$ cat config.mk
export PLATFORM = sky130hd
export DESIGN_NAME = lp_precharge_seq
export DESIGN_NICKNAME = d
export VERILOG_FILES = /design/src/rtl/lp_pc_pkg.sv /design/src/rtl/lp_addr_walker.sv /design/src/rtl/lp_precharge_gen.sv /design/src/rtl/lp_precharge_seq.sv
export SDC_FILE = /design/constraint.sdc
export NUM_CORES = 1
export LEC_CHECK = 0
export ABC_CLOCK_PERIOD_IN_PS = 2300
export BUFFER_PORTS_ARGS = -buffer_cell sky130_fd_sc_hd__buf_2
export CORE_UTILIZATION = 40
export CTS_CLUSTER_DIAMETER = 80
export DETAILED_ROUTE_END_ITERATION = 12
export GPL_TIMING_DRIVEN = 0
export HOLD_SLACK_MARGIN = 0.03
export SLEW_MARGIN = 20
export SYNTH_ARGS = -nofsm -noshare
export SYNTH_HDL_FRONTEND = slang
export SYNTH_SLANG_ARGS = --single-unit
$ cat constraint.sdc
create_clock -name clk -period 2.3 [get_ports clk]
set_input_delay 0.115 -clock clk [delete_from_list [all_inputs] [get_ports clk]]
set_output_delay 0.115 -clock clk [all_outputs]
set_load 0.05 [all_outputs]
$ cat src/rtl/lp_pc_pkg.sv
// Shared types for the low-power precharge sequencer.
package lp_pc_pkg;
    typedef enum logic [1:0] {
        ST_IDLE = 2'd0,
        ST_WALK = 2'd1,
        ST_FIN  = 2'd2
    } seq_state_t;
endpackage

$ cat src/rtl/lp_addr_walker.sv
// Row/column address counter for a march walk.
// Assumes ROWS >= 2 and COLS >= 2. The load input places the counter on the
// first address for the chosen direction. The step input moves it to the next
// address. last_addr flags the final address of the walk.
module lp_addr_walker #(
    parameter int ROWS = 4,
    parameter int COLS = 8,
    localparam int RW = $clog2(ROWS),
    localparam int CW = $clog2(COLS)
) (
    input  logic          clk,
    input  logic          rst_n,
    input  logic          load,
    input  logic          step,
    input  logic          down,
    output logic [RW-1:0] row,
    output logic [CW-1:0] col,
    output logic          last_addr
);
    localparam logic [RW-1:0] ROW_MAX = RW'(ROWS - 1);
    localparam logic [CW-1:0] COL_MAX = CW'(COLS - 1);

    // Advance or load the address registers.
    always_ff @(posedge clk) begin
        if (!rst_n) begin
            row <= '0;
            col <= '0;
        end else if (load) begin
            row <= down ? ROW_MAX : '0;
            col <= down ? COL_MAX : '0;
        end else if (step) begin
            if (!down) begin
                if (col == COL_MAX) begin
                    col <= '0;
                    row <= row + 1'b1;
                end else begin
                    col <= col + 1'b1;
                end
            end else begin
                if (col == '0) begin
                    col <= COL_MAX;
                    row <= row - 1'b1;
                end else begin
                    col <= col - 1'b1;
                end
            end
        end
    end

    // Flag the final address for the current direction.
    always_comb begin
        last_addr = down ? (row == '0 && col == '0)
                         : (row == ROW_MAX && col == COL_MAX);
    end

    // a step moves the linear index by exactly one in the walk direction.
    logic [RW+CW:0] lin_idx;
    assign lin_idx = (RW+CW+1)'(row) * (RW+CW+1)'(COLS) + (RW+CW+1)'(col);


    step_up_chk: assert property (@(posedge clk) disable iff (!rst_n)
        (step && !load && !down && !last_addr) |=> (lin_idx == $past(lin_idx) + 1'b1));

    step_down_chk: assert property (@(posedge clk) disable iff (!rst_n)
        (step && !load && down && !last_addr) |=> (lin_idx == $past(lin_idx) - 1'b1));
endmodule

$ cat src/rtl/lp_precharge_gen.sv
// Column select and precharge enable generator.
// Assumes COLS >= 2. While not active, every enable is high and the select is
// zero. While active in low-power mode, only the current column and the column
// visited next are enabled. On the final address only the current column is
// enabled.
module lp_precharge_gen #(
    parameter int COLS = 8,
    localparam int CW = $clog2(COLS)
) (
    input  logic            clk,
    input  logic            rst_n,
    input  logic            active,
    input  logic            lp,
    input  logic            down,
    input  logic            last_addr,
    input  logic [CW-1:0]   col,
    output logic [COLS-1:0] col_sel,
    output logic [COLS-1:0] pre_en
);
    localparam logic [CW-1:0] COL_MAX = CW'(COLS - 1);

    logic [CW-1:0] succ;

    // Column visited after the current one, wrapping into the next row.
    always_comb begin
        if (down) succ = (col == '0) ? COL_MAX : col - 1'b1;
        else      succ = (col == COL_MAX) ? '0 : col + 1'b1;
    end

    for (genvar i = 0; i < COLS; i++) begin : g_col
        // Decode the select and the enable for column i.
        always_comb begin
            col_sel[i] = active && (col == CW'(i));
            pre_en[i]  = !active || !lp || (col == CW'(i)) ||
                         (!last_addr && (succ == CW'(i)));
        end
    end


    sel_onehot_chk: assert property (@(posedge clk) disable iff (!rst_n)
        active |-> $onehot(col_sel));

    lp_two_en_chk: assert property (@(posedge clk) disable iff (!rst_n)
        (active && lp && !last_addr) |-> ($countones(pre_en) == 2));

    lp_last_en_chk: assert property (@(posedge clk) disable iff (!rst_n)
        (active && lp && last_addr) |-> (pre_en == col_sel));
endmodule

$ cat src/rtl/lp_precharge_seq.sv
// Top of the low-power march sequencer. A small state machine starts a walk
// on start (when idle only), captures the mode and direction, steps the address
// walker once per cycle and pulses done after the final address.
module lp_precharge_seq #(
    parameter int ROWS = 4,
    parameter int COLS = 8,
    localparam int RW = $clog2(ROWS),
    localparam int CW = $clog2(COLS)
) (
    input  logic            clk,
    input  logic            rst_n,
    input  logic            start,
    input  logic            lp_mode,
    input  logic            dir_down,
    output logic [RW-1:0]   row_addr,
    output logic [CW-1:0]   col_addr,
    output logic [COLS-1:0] col_sel,
    output logic [COLS-1:0] pre_en,
    output logic            busy,
    output logic            done
);
    import lp_pc_pkg::*;

    seq_state_t state;
    logic       lp_q, down_q;
    logic       load, step, last_addr;

    assign load = (state == ST_IDLE) && start;
    assign step = (state == ST_WALK) && !last_addr;

    // Sequence state and capture of the mode and direction at start.
    always_ff @(posedge clk) begin
        if (!rst_n) begin
            state  <= ST_IDLE;
            lp_q   <= 1'b0;
            down_q <= 1'b0;
        end else begin
            case (state)
                ST_IDLE: if (start) begin
                    state  <= ST_WALK;
                    lp_q   <= lp_mode;
                    down_q <= dir_down;
                end
                ST_WALK: if (last_addr) state <= ST_FIN;
                ST_FIN:  state <= ST_IDLE;
                default: state <= ST_IDLE;
            endcase
        end
    end

    // Status outputs decoded from the state.
    always_comb begin
        busy = (state == ST_WALK);
        done = (state == ST_FIN);
    end

    lp_addr_walker #(.ROWS(ROWS), .COLS(COLS)) u_walk (
        .clk       (clk),
        .rst_n     (rst_n),
        .load      (load),
        .step      (step),
        .down      (load ? dir_down : down_q),
        .row       (row_addr),
        .col       (col_addr),
        .last_addr (last_addr)
    );

    lp_precharge_gen #(.COLS(COLS)) u_pre (
        .clk       (clk),
        .rst_n     (rst_n),
        .active    (busy),
        .lp        (lp_q),
        .down      (down_q),
        .last_addr (last_addr),
        .col       (col_addr),
        .col_sel   (col_sel),
        .pre_en    (pre_en)
    );


    done_pulse_chk: assert property (@(posedge clk) disable iff (!rst_n)
        done |=> !done);

    idle_full_en_chk: assert property (@(posedge clk) disable iff (!rst_n)
        !busy |-> (&pre_en));

    mode_hold_chk: assert property (@(posedge clk) disable iff (!rst_n)
        (busy && $past(busy)) |-> $stable(lp_q));
endmodule

==> results.json, run 1 <==
{
  "rows": 18,
  "synth_top_family_by_area": "simple AND/OR/NAND/NOR gates",
  "cts_tree": "done",
  "power.switching_uw": 414,
  "rsz0062_at_grt": "true",
  "ys.flop_type": "dfxtp_1",
  "p_leak_uw": 0.000609,
  "outcome": "completed",
  "clock_sinks": 9,
  "vdd_ir_drop_max_uv": 358,
  "hold_path.class": "input pin to flip-flop",
  "ff2ff_path_depth": 7,
  "finClkSkew_ns": 0.00631,
  "vias": 1193,
  "fp.dieArea_mm2": 0.00280,
  "dr.pass1.iters": 4,
  "synth-xor-area-share": 0,
  "synthAdderAreaFrac": 0.0843,
  "slew_headroom": 0.530,
  "yosys.area_share.simple": 0.334,
  "final_util": 0.606,
  "track_usage": 0.257,
  "post_synth.cell_area_avg_um2": 8.37,
  "synthCells": 124,
  "grt_max_degree": 11,
  "routed_wl_mm": 3.34,
  "yosys-top-cells-area": "dfxtp_1, ha_1, and3_1",
  "ant_nets": 0,
  "fin_crit_ns": 2.26,
  "timing.final.crit_share": 0.983,
  "grt_pass1_wl_mm": 5.18,
  "grt_pass1_vias": 1047,
  "synth_compound_area_frac": 0.319,
  "start_util": 0.423,
  "synth.yosys.seq_area_share": 0.173,
  "post_drt_via_cell_ratio": 6.31,
  "worst_slack_ns": 0.0388,
  "core_area_mm2": 0.00245,
  "port_buffers": 27,
  "clk_pin_slew_ns": 0.06,
  "setup.worst_path.class": "flip-flop to output port",
  "finalSetupViolations": 0,
  "arrival_ns": 2.15,
  "swShare": 0.480,
  "critPathMaxFanout": 7,
  "holdWs_ns": 0.0841,
  "antenna_found_initial": 0,
  "die_w_um": 53.0,
  "clock_latency_ns": 0.27,
  "synthMuxAreaShare": 0.0313,
  "syn_to_final_growth_pct": 43.1,
  "tightest_slew_ns": 0.695,
  "power.density_mw_per_mm2": 581,
  "clockBufferDepth": 2,
  "fmax_mhz": 442,
  "syn-num-nets": 136,
  "drive_gt1_frac": 0.497,
  "min_path_cells": 3,
  "post_dp_cell_area_mm2": 0.00125,
  "fillers": 216,
  "cp-end-kind": "output port",
  "dpl.hpwl_mm": 2.39,
  "synth_top_cell_area_share": 0.173,
  "cts_root_buf": "clkbuf_4",
  "layout_commonest_cell": "buf_2",
  "synthDistinctLibCells": 53,
  "async_flop_share": 0,
  "synth.ff_latch_count": 9,
  "internal-power_uw": 449,
  "finalInstanceArea_mm2": 0.00149,
  "ys_warn_count": 0,
  "synth_top_area_cell": "dfxtp_1",
  "critical_path_required_ns": 2.18,
  "syn-cell-area_mm2": 0.00104,
  "hold_violations": 0,
  "p_clk_frac": 0.149,
  "pre_cts_ws_ns": 0.0317,
  "final_nets": 172,
  "antenna_cells": 0,
  "die_h_um": 53.0,
  "mostFrequentLayoutCells": "buf_2, buf_4",
  "combPwrFrac": 0.620,
  "wl_per_cell_um": 17.6,
  "slew_viol_final": 0,
  "cap_viol_max_count": 0,
  "drc": 0,
  "numCtsBuffers": 3,
  "seq_power_share": 0.231,
  "htree_levels": 1,
  "synth_edf_count": 0,
  "routabilityCongestion": 0.843,
  "pin_count": 28,
  "startpoint_type": "flip-flop",
  "drt-initial-drc-count": 49,
  "overflow": 0
}
==> worst max-delay path: stages, from the launching register on <==
cell,delay [ns]
dfxtp_4,0.37
inv_4,0.05
ha_4,0.18
or3_4,0.39
and2_4,0.15
a211o_4,0.36
o2111ai_4,0.20
buf_6,0.18
==> cells in the mapped netlist (3+ instances only) <==
| master | n |
|---|---|
| o2111ai_1 | 3 |
| a21o_1 | 3 |
| ha_1 | 7 |
| and3_1 | 7 |
| dfxtp_1 | 9 |
| a221o_1 | 3 |
| nand2_1 | 7 |
| nand2b_1 | 3 |
| and2_1 | 4 |
| inv_1 | 5 |
| nand3_1 | 6 |
| a21oi_1 | 7 |
| o21ai_1 | 5 |
| nor2_1 | 7 |
==> per-stage QoR <==
step,TNS (ns),total power (uW),cells
after floorplan,0,533,124
final,0,863,189
after global routing,-0.0656,909,189
after global placement,0,621,181
after detailed placement,0,628,181
after CTS,0,806,187
==> cell type report <==
cell class	count	area [um2]	share of cell area
repair buffers	31	200	0.135
inverters	6	28.8	0.0194
clock buffers	4	26.3	0.0177
well taps	30	37.5	0.0253
flip-flops and latches	9	191	0.129
multi-input cells	104	960	0.646
plain buffers	5	42.5	0.0286
==> path summary, 6_finish.rpt <==
path / startpoint / end / slack (ns)
hold / removal: lp_mode / lp_q$_SDFFE_PN0N_ / 0.08
hold reg to reg: lp_q$_SDFFE_PN0N_ / lp_q$_SDFFE_PN0N_ / 0.53
setup / recovery: u_walk.col[1]$_SDFFE_PN0P_ / pre_en[0] / 0.04
setup reg to reg: u_walk.col[1]$_SDFFE_PN0P_ / u_walk.col[1]$_SDFFE_PN0P_ / 0.37
==> flip-flops by register name, indices dropped and copies added, names as in the netlist <==
signal / cells
down_q: 1
u_walk.row: 2
u_walk.col: 3
lp_q: 1
state: 2
==> routing by layer <==
layer  track usage  routed length, um  part of all wire
met1         0.346               1460              0.44
met2         0.414               1620              0.49
met3        0.0374                203             0.061
met4        0.0833                 46             0.014
met5             0                  0                 0
==> timing repair <==
item	4_1_cts	5_1_grt
setup buffers	2	2
setup endpoints to repair	8	8
pin swaps	1	5
gates resized for setup	23	20
cloned	0	0
hold buffers	0	0
==> power groups by stage <==
stage / Combinational [uW] / Sequential [uW] / Clock [uW]
floorplan: 296 / 237 / 0
global placement: 421 / 200 / 0
detailed placement: 426 / 201 / 0
CTS: 481 / 196 / 129
global route: 566 / 203 / 139
finish: 535 / 200 / 128
==> cells by family (layout without fill, tap and decap cells) <==
family                     Yosys count  after routing
muxes                                2              2
and+or+nand+nor                     52             52
DFF                                  9              9
buffers and inverters               11             46
AOI/OAI and AO/OA                   43             43
adders and majority gates            7              7
Power figures use the tool's default switching activity.
==> run 2, diff against run 1 <==
- ABC_CLOCK_PERIOD_IN_PS: 2300 -> not set
- CORE_UTILIZATION: 40 -> 52
- PLACE_DENSITY: not set -> 0.79
==> results.json, run 2 (synthesis results as in run 1) <==
{
  "drt-initial-drc-count": 24,
  "dpl.cell_count": 176,
  "grt_pass1_vias": 1042,
  "die_h_um": 46.7,
  "clock_latency_ns": 0.27,
  "clockBufferDepth": 2,
  "seq_power_share": 0.239,
  "dr.pass1.iters": 4,
  "start_util": 0.576,
  "vdd_ir_drop_max_uv": 486,
  "reg.largest.list": "u_walk.col (3), state (2), u_walk.row (2)",
  "largest_register": "u_walk.col",
  "rows": 15,
  "startpoint_type": "flip-flop",
  "post_dp_cell_area_mm2": 0.00124,
  "die_w_um": 46.7,
  "fin_crit_ns": 2.29,
  "syn_to_final_growth_pct": 40.6,
  "track_usage": 0.301,
  "finalSetupViolations": 0,
  "drive_gt1_frac": 0.478,
  "critPathMaxFanout": 7,
  "mostFrequentLayoutCells": "buf_2, buf_6, nor2_1, nand2_1, and3_1",
  "hold_path.class": "input pin to flip-flop",
  "cap_viol_max_count": 0,
  "combPwrFrac": 0.608,
  "tightest_slew_ns": 0.549,
  "overflow": 0,
  "htree_levels": 1,
  "wl_per_cell_um": 17.8,
  "rsz0062_at_grt": "true",
  "routabilityCongestion": 0.892,
  "ff2ff_path_depth": 7,
  "p_clk_frac": 0.153,
  "arrival_ns": 2.18,
  "dpl.hpwl_mm": 2.21,
  "finalInstanceArea_mm2": 0.00146,
  "clock_sinks": 9,
  "final_nets": 170,
  "power.density_mw_per_mm2": 587,
  "drc": 0,
  "fp.dieArea_mm2": 0.00218,
  "antenna_cells": 0,
  "cp-end-kind": "output port",
  "largest_register_ffs": 3,
  "numCtsBuffers": 3,
  "grt_pass1_wl_mm": 4.62,
  "cts_root_buf": "clkbuf_4",
  "layout_commonest_cell": "buf_2",
  "cts_tree": "done",
  "min_path_cells": 3,
  "ant_nets": 0,
  "core_area_mm2": 0.00180,
  "fmax_mhz": 436,
  "routed_wl_mm": 3.23,
  "timing.final.crit_share": 0.997,
  "antenna_found_initial": 0,
  "setup.worst_path.class": "flip-flop to output port",
  "swShare": 0.487,
  "vias": 1188,
  "critical_path_required_ns": 2.18,
  "p_leak_uw": 0.000608,
  "post_drt_via_cell_ratio": 6.53,
  "hold_violations": 0,
  "outcome": "completed",
  "power.switching_uw": 417,
  "slew_headroom": 0.629,
  "pin_count": 28,
  "fin_cells": 182,
  "internal-power_uw": 440,
  "grt_max_degree": 11,
  "clk_pin_slew_ns": 0.07,
  "finClkSkew_ns": 0.00161,
  "port_buffers": 27,
  "slew_viol_final": 0
}
-- run 2: cell types whose count changed in the layout (fill, tap and decap cells not counted), sizes merged --
cell,previous run,this run
buf,35,33
-- run 2: worst paths after layout --
check                           slack (ns)                       start                         end
worst max register to register        0.30  u_walk.col[0]$_SDFFE_PN0P_  u_walk.col[1]$_SDFFE_PN0P_
worst max-delay path                 0.007  u_walk.col[0]$_SDFFE_PN0P_                   pre_en[5]
worst min register to register        0.53           lp_q$_SDFFE_PN0N_           lp_q$_SDFFE_PN0N_
worst min-delay path                  0.08                     lp_mode           lp_q$_SDFFE_PN0N_
-- run 2: what timing repair did --
action                                 4_1_cts  5_1_grt
resized for setup                           21       20
pin swaps                                    1        3
hold buffers                                 0        0
setup buffers                                1        1
setup endpoints to repair                    8        8
endpoints found under the hold margin        0        0
-- run 2: critical path, cell delays in order (launching register included) --
cell	delay, ns
dfxtp_4	0.38
inv_4	0.09
ha_4	0.17
or4b_4	0.49
mux2i_4	0.18
a2bb2oi_2	0.09
a221o_1	0.34
buf_6	0.16
-- run 2: cell type report --
type | instances | area, um2
multi-input cells | 104 | 957
fillers | 119 | 342
flip-flops and latches | 9 | 189
repair buffers | 29 | 185
plain buffers | 5 | 42.5
well taps | 25 | 31.3
inverters | 6 | 28.8
clock buffers | 4 | 26.3
-- run 2: power groups by stage --
| stage | clock network (uW) | logic (uW) | registers [uW] |
|---|---|---|---|
| final | 131 | 521 | 205 |
| after global routing | 138 | 550 | 207 |
| after CTS | 126 | 460 | 199 |
| after detailed placement | 0 | 420 | 201 |
| after global placement | 0 | 417 | 200 |
| after floorplan | 0 | 296 | 237 |
-- run 2: per-layer routing --
layer | wire, um | GRT usage | up-vias
met4 | 94 | 0.137 | 0
li1 | - | - | 546
met2 | 1610 | 0.525 | 62
met5 | 0 | 0 | -
met3 | 177 | 0.0275 | 20
met1 | 1340 | 0.368 | 560
-- run 2: metrics by stage --
step	utilization	setup slack, ns	hold WS [ns]	setup TNS [ns]	total power [uW]
6_report	0.810	0.00711	0.0766	0	857
3_5_place_dp	0.691	0.0782	0.361	0	621
2_1_floorplan	-	0.0610	0.231	0	533
4_1_cts	0.749	-0.00508	0.0810	-0.00508	785
5_1_grt	0.810	-0.0300	0.124	-0.0766	895
3_3_place_gp	0.691	0.0877	0.358	0	617
==> run 3, diff against run 2 <==
- CORE_ASPECT_RATIO: not set -> 1.1
- TNS_END_PERCENT: not set -> 20
==> results.json, run 3 (synthesis results as in run 1) <==
{
  "final_nets": 174,
  "routed_wl_mm": 3.30,
  "start_util": 0.570,
  "clk_pin_slew_ns": 0.06,
  "drive_gt1_frac": 0.453,
  "finClkSkew_ns": 0.00788,
  "finalSetupViolations": 0,
  "wl_per_cell_um": 17.5,
  "rows": 16,
  "critPathBufInv": 2,
  "fmax_mhz": 437,
  "largest_register": "u_walk.col",
  "cp-end-kind": "output port",
  "fp.dieArea_mm2": 0.00218,
  "htree_levels": 1,
  "layout_commonest_cell": "buf_2",
  "slew_headroom": 0.566,
  "dr.pass1.iters": 4,
  "cts_tree": "done",
  "timing.final.crit_share": 0.995,
  "core_area_mm2": 0.00182,
  "ant_nets": 0,
  "startpoint_type": "flip-flop",
  "antenna_cells": 0,
  "clock_latency_ns": 0.27,
  "p_clk_frac": 0.149,
  "drt-initial-drc-count": 55,
  "seq_power_share": 0.241,
  "internal-power_uw": 430,
  "routabilityCongestion": 0.915,
  "reg.largest.list": "u_walk.col (3), state (2), u_walk.row (2)",
  "vias": 1215,
  "dpl.cell_count": 178,
  "hold_path.class": "input pin to flip-flop",
  "drc": 0,
  "track_usage": 0.327,
  "cts_root_buf": "clkbuf_4",
  "fin_setup_tns_ns": 0,
  "fin_cells": 188,
  "die_w_um": 44.6,
  "critical_path_required_ns": 2.18,
  "cap_viol_max_count": 0,
  "post_drt_via_cell_ratio": 6.46,
  "fin_crit_ns": 2.29,
  "outcome": "completed",
  "numCtsBuffers": 3,
  "p_leak_uw": 0.000613,
  "clockBufferDepth": 2,
  "syn_to_final_growth_pct": 38.6,
  "power.switching_uw": 397,
  "grt_pass1_wl_mm": 5.36,
  "path_cells": "inv_4 -> ha_4 -> or4b_4 -> mux2i_4 -> a2bb2oi_1 -> a221o_1 -> buf_6",
  "cpPeakStageDelay_ns": 0.53,
  "port_buffers": 27,
  "finalInstanceArea_mm2": 0.00144,
  "vdd_ir_drop_max_uv": 505,
  "die_h_um": 48.9,
  "antenna_found_initial": 0,
  "setup.worst_path.class": "flip-flop to output port",
  "swShare": 0.480,
  "crit_slowest_cell": "or4b_4",
  "critPathMaxFanout": 7,
  "overflow": 0,
  "critPathTopFamily": "simple AND/OR/NAND/NOR gates",
  "mostFrequentLayoutCells": "buf_2, buf_4",
  "power.density_mw_per_mm2": 575,
  "clock_sinks": 9,
  "combPwrFrac": 0.611,
  "slew_viol_final": 0,
  "grt_pass1_vias": 1155,
  "grt_max_degree": 11,
  "dpl.hpwl_mm": 2.32,
  "rsz0062_at_grt": "true",
  "pin_count": 28,
  "hold_violations": 0,
  "post_dp_cell_area_mm2": 0.00125,
  "tightest_slew_ns": 0.643,
  "cts_hold_buf": 0,
  "arrival_ns": 2.17,
  "largest_register_ffs": 3
}
run 3: path summary, 6_finish.rpt:
check	start	to	slack, ns	cells past startpoint
setup / recovery	u_walk.col[0]$_SDFFE_PN0P_	pre_en[6]	0.01	7
hold / removal	rst_n	state[1]$_SDFFE_PN0P_	0.13	2
setup reg to reg	u_walk.col[0]$_SDFFE_PN0P_	u_walk.col[1]$_SDFFE_PN0P_	0.46	6
hold reg to reg	lp_q$_SDFFE_PN0N_	lp_q$_SDFFE_PN0N_	0.55	2
run 3: area by class of cell:
cell class | instances | area (um2)
Buffer | 5 | 42.5
Clock buffer | 4 | 26.3
Fill cell | 128 | 383
Inverter | 6 | 28.8
Multi-Input combinational cell | 104 | 903
Sequential cell | 9 | 189
Tap cell | 27 | 33.8
Timing Repair Buffer | 33 | 215
run 3: layer usage:
metal / vias to the layer above / track usage / part of all wire
met4: 0 / 0.0960 / 0.022
met1: 582 / 0.413 / 0.39
li1: 553 / - / -
met3: 8 / 0.0481 / 0.081
met2: 72 / 0.559 / 0.50
met5: - / 0 / 0
run 3: power groups by stage:
stage          sequential, uW  clock [uW]  combinational [uW]
3_5_place_dp              201           0                 423
6_report                  199         123                 505
3_3_place_gp              200           0                 414
2_1_floorplan             237           0                 296
4_1_cts                   201         125                 456
5_1_grt                   201         133                 538
run 3: repair_timing:
action                     in CTS  in global routing
setup buffers                   0                  6
setup endpoints to repair       8                  7
pin swaps                       3                  2
resized for setup              27                  6
run 3: worst register-to-register path, stage by stage, from the launching register on:
cell,delay [ns]
dfxtp_4,0.37
inv_4,0.08
ha_4,0.17
or4b_4,0.53
nand4b_2,0.21
nand3_1,0.10
o311ai_1,0.27
run 3: stage by stage:
| step | hold slack [ns] | power, uW | setup WS [ns] | utilization |
|---|---|---|---|---|
| 2_1_floorplan | 0.231 | 532 | -0.0210 | - |
| 3_3_place_gp | 0.365 | 613 | 0.0793 | 0.684 |
| 3_5_place_dp | 0.368 | 625 | 0.0527 | 0.684 |
| 4_1_cts | 0.0975 | 782 | 0.00347 | 0.751 |
| 5_1_grt | 0.143 | 871 | -0.0468 | 0.790 |
| 6_report | 0.128 | 827 | 0.0126 | 0.790 |
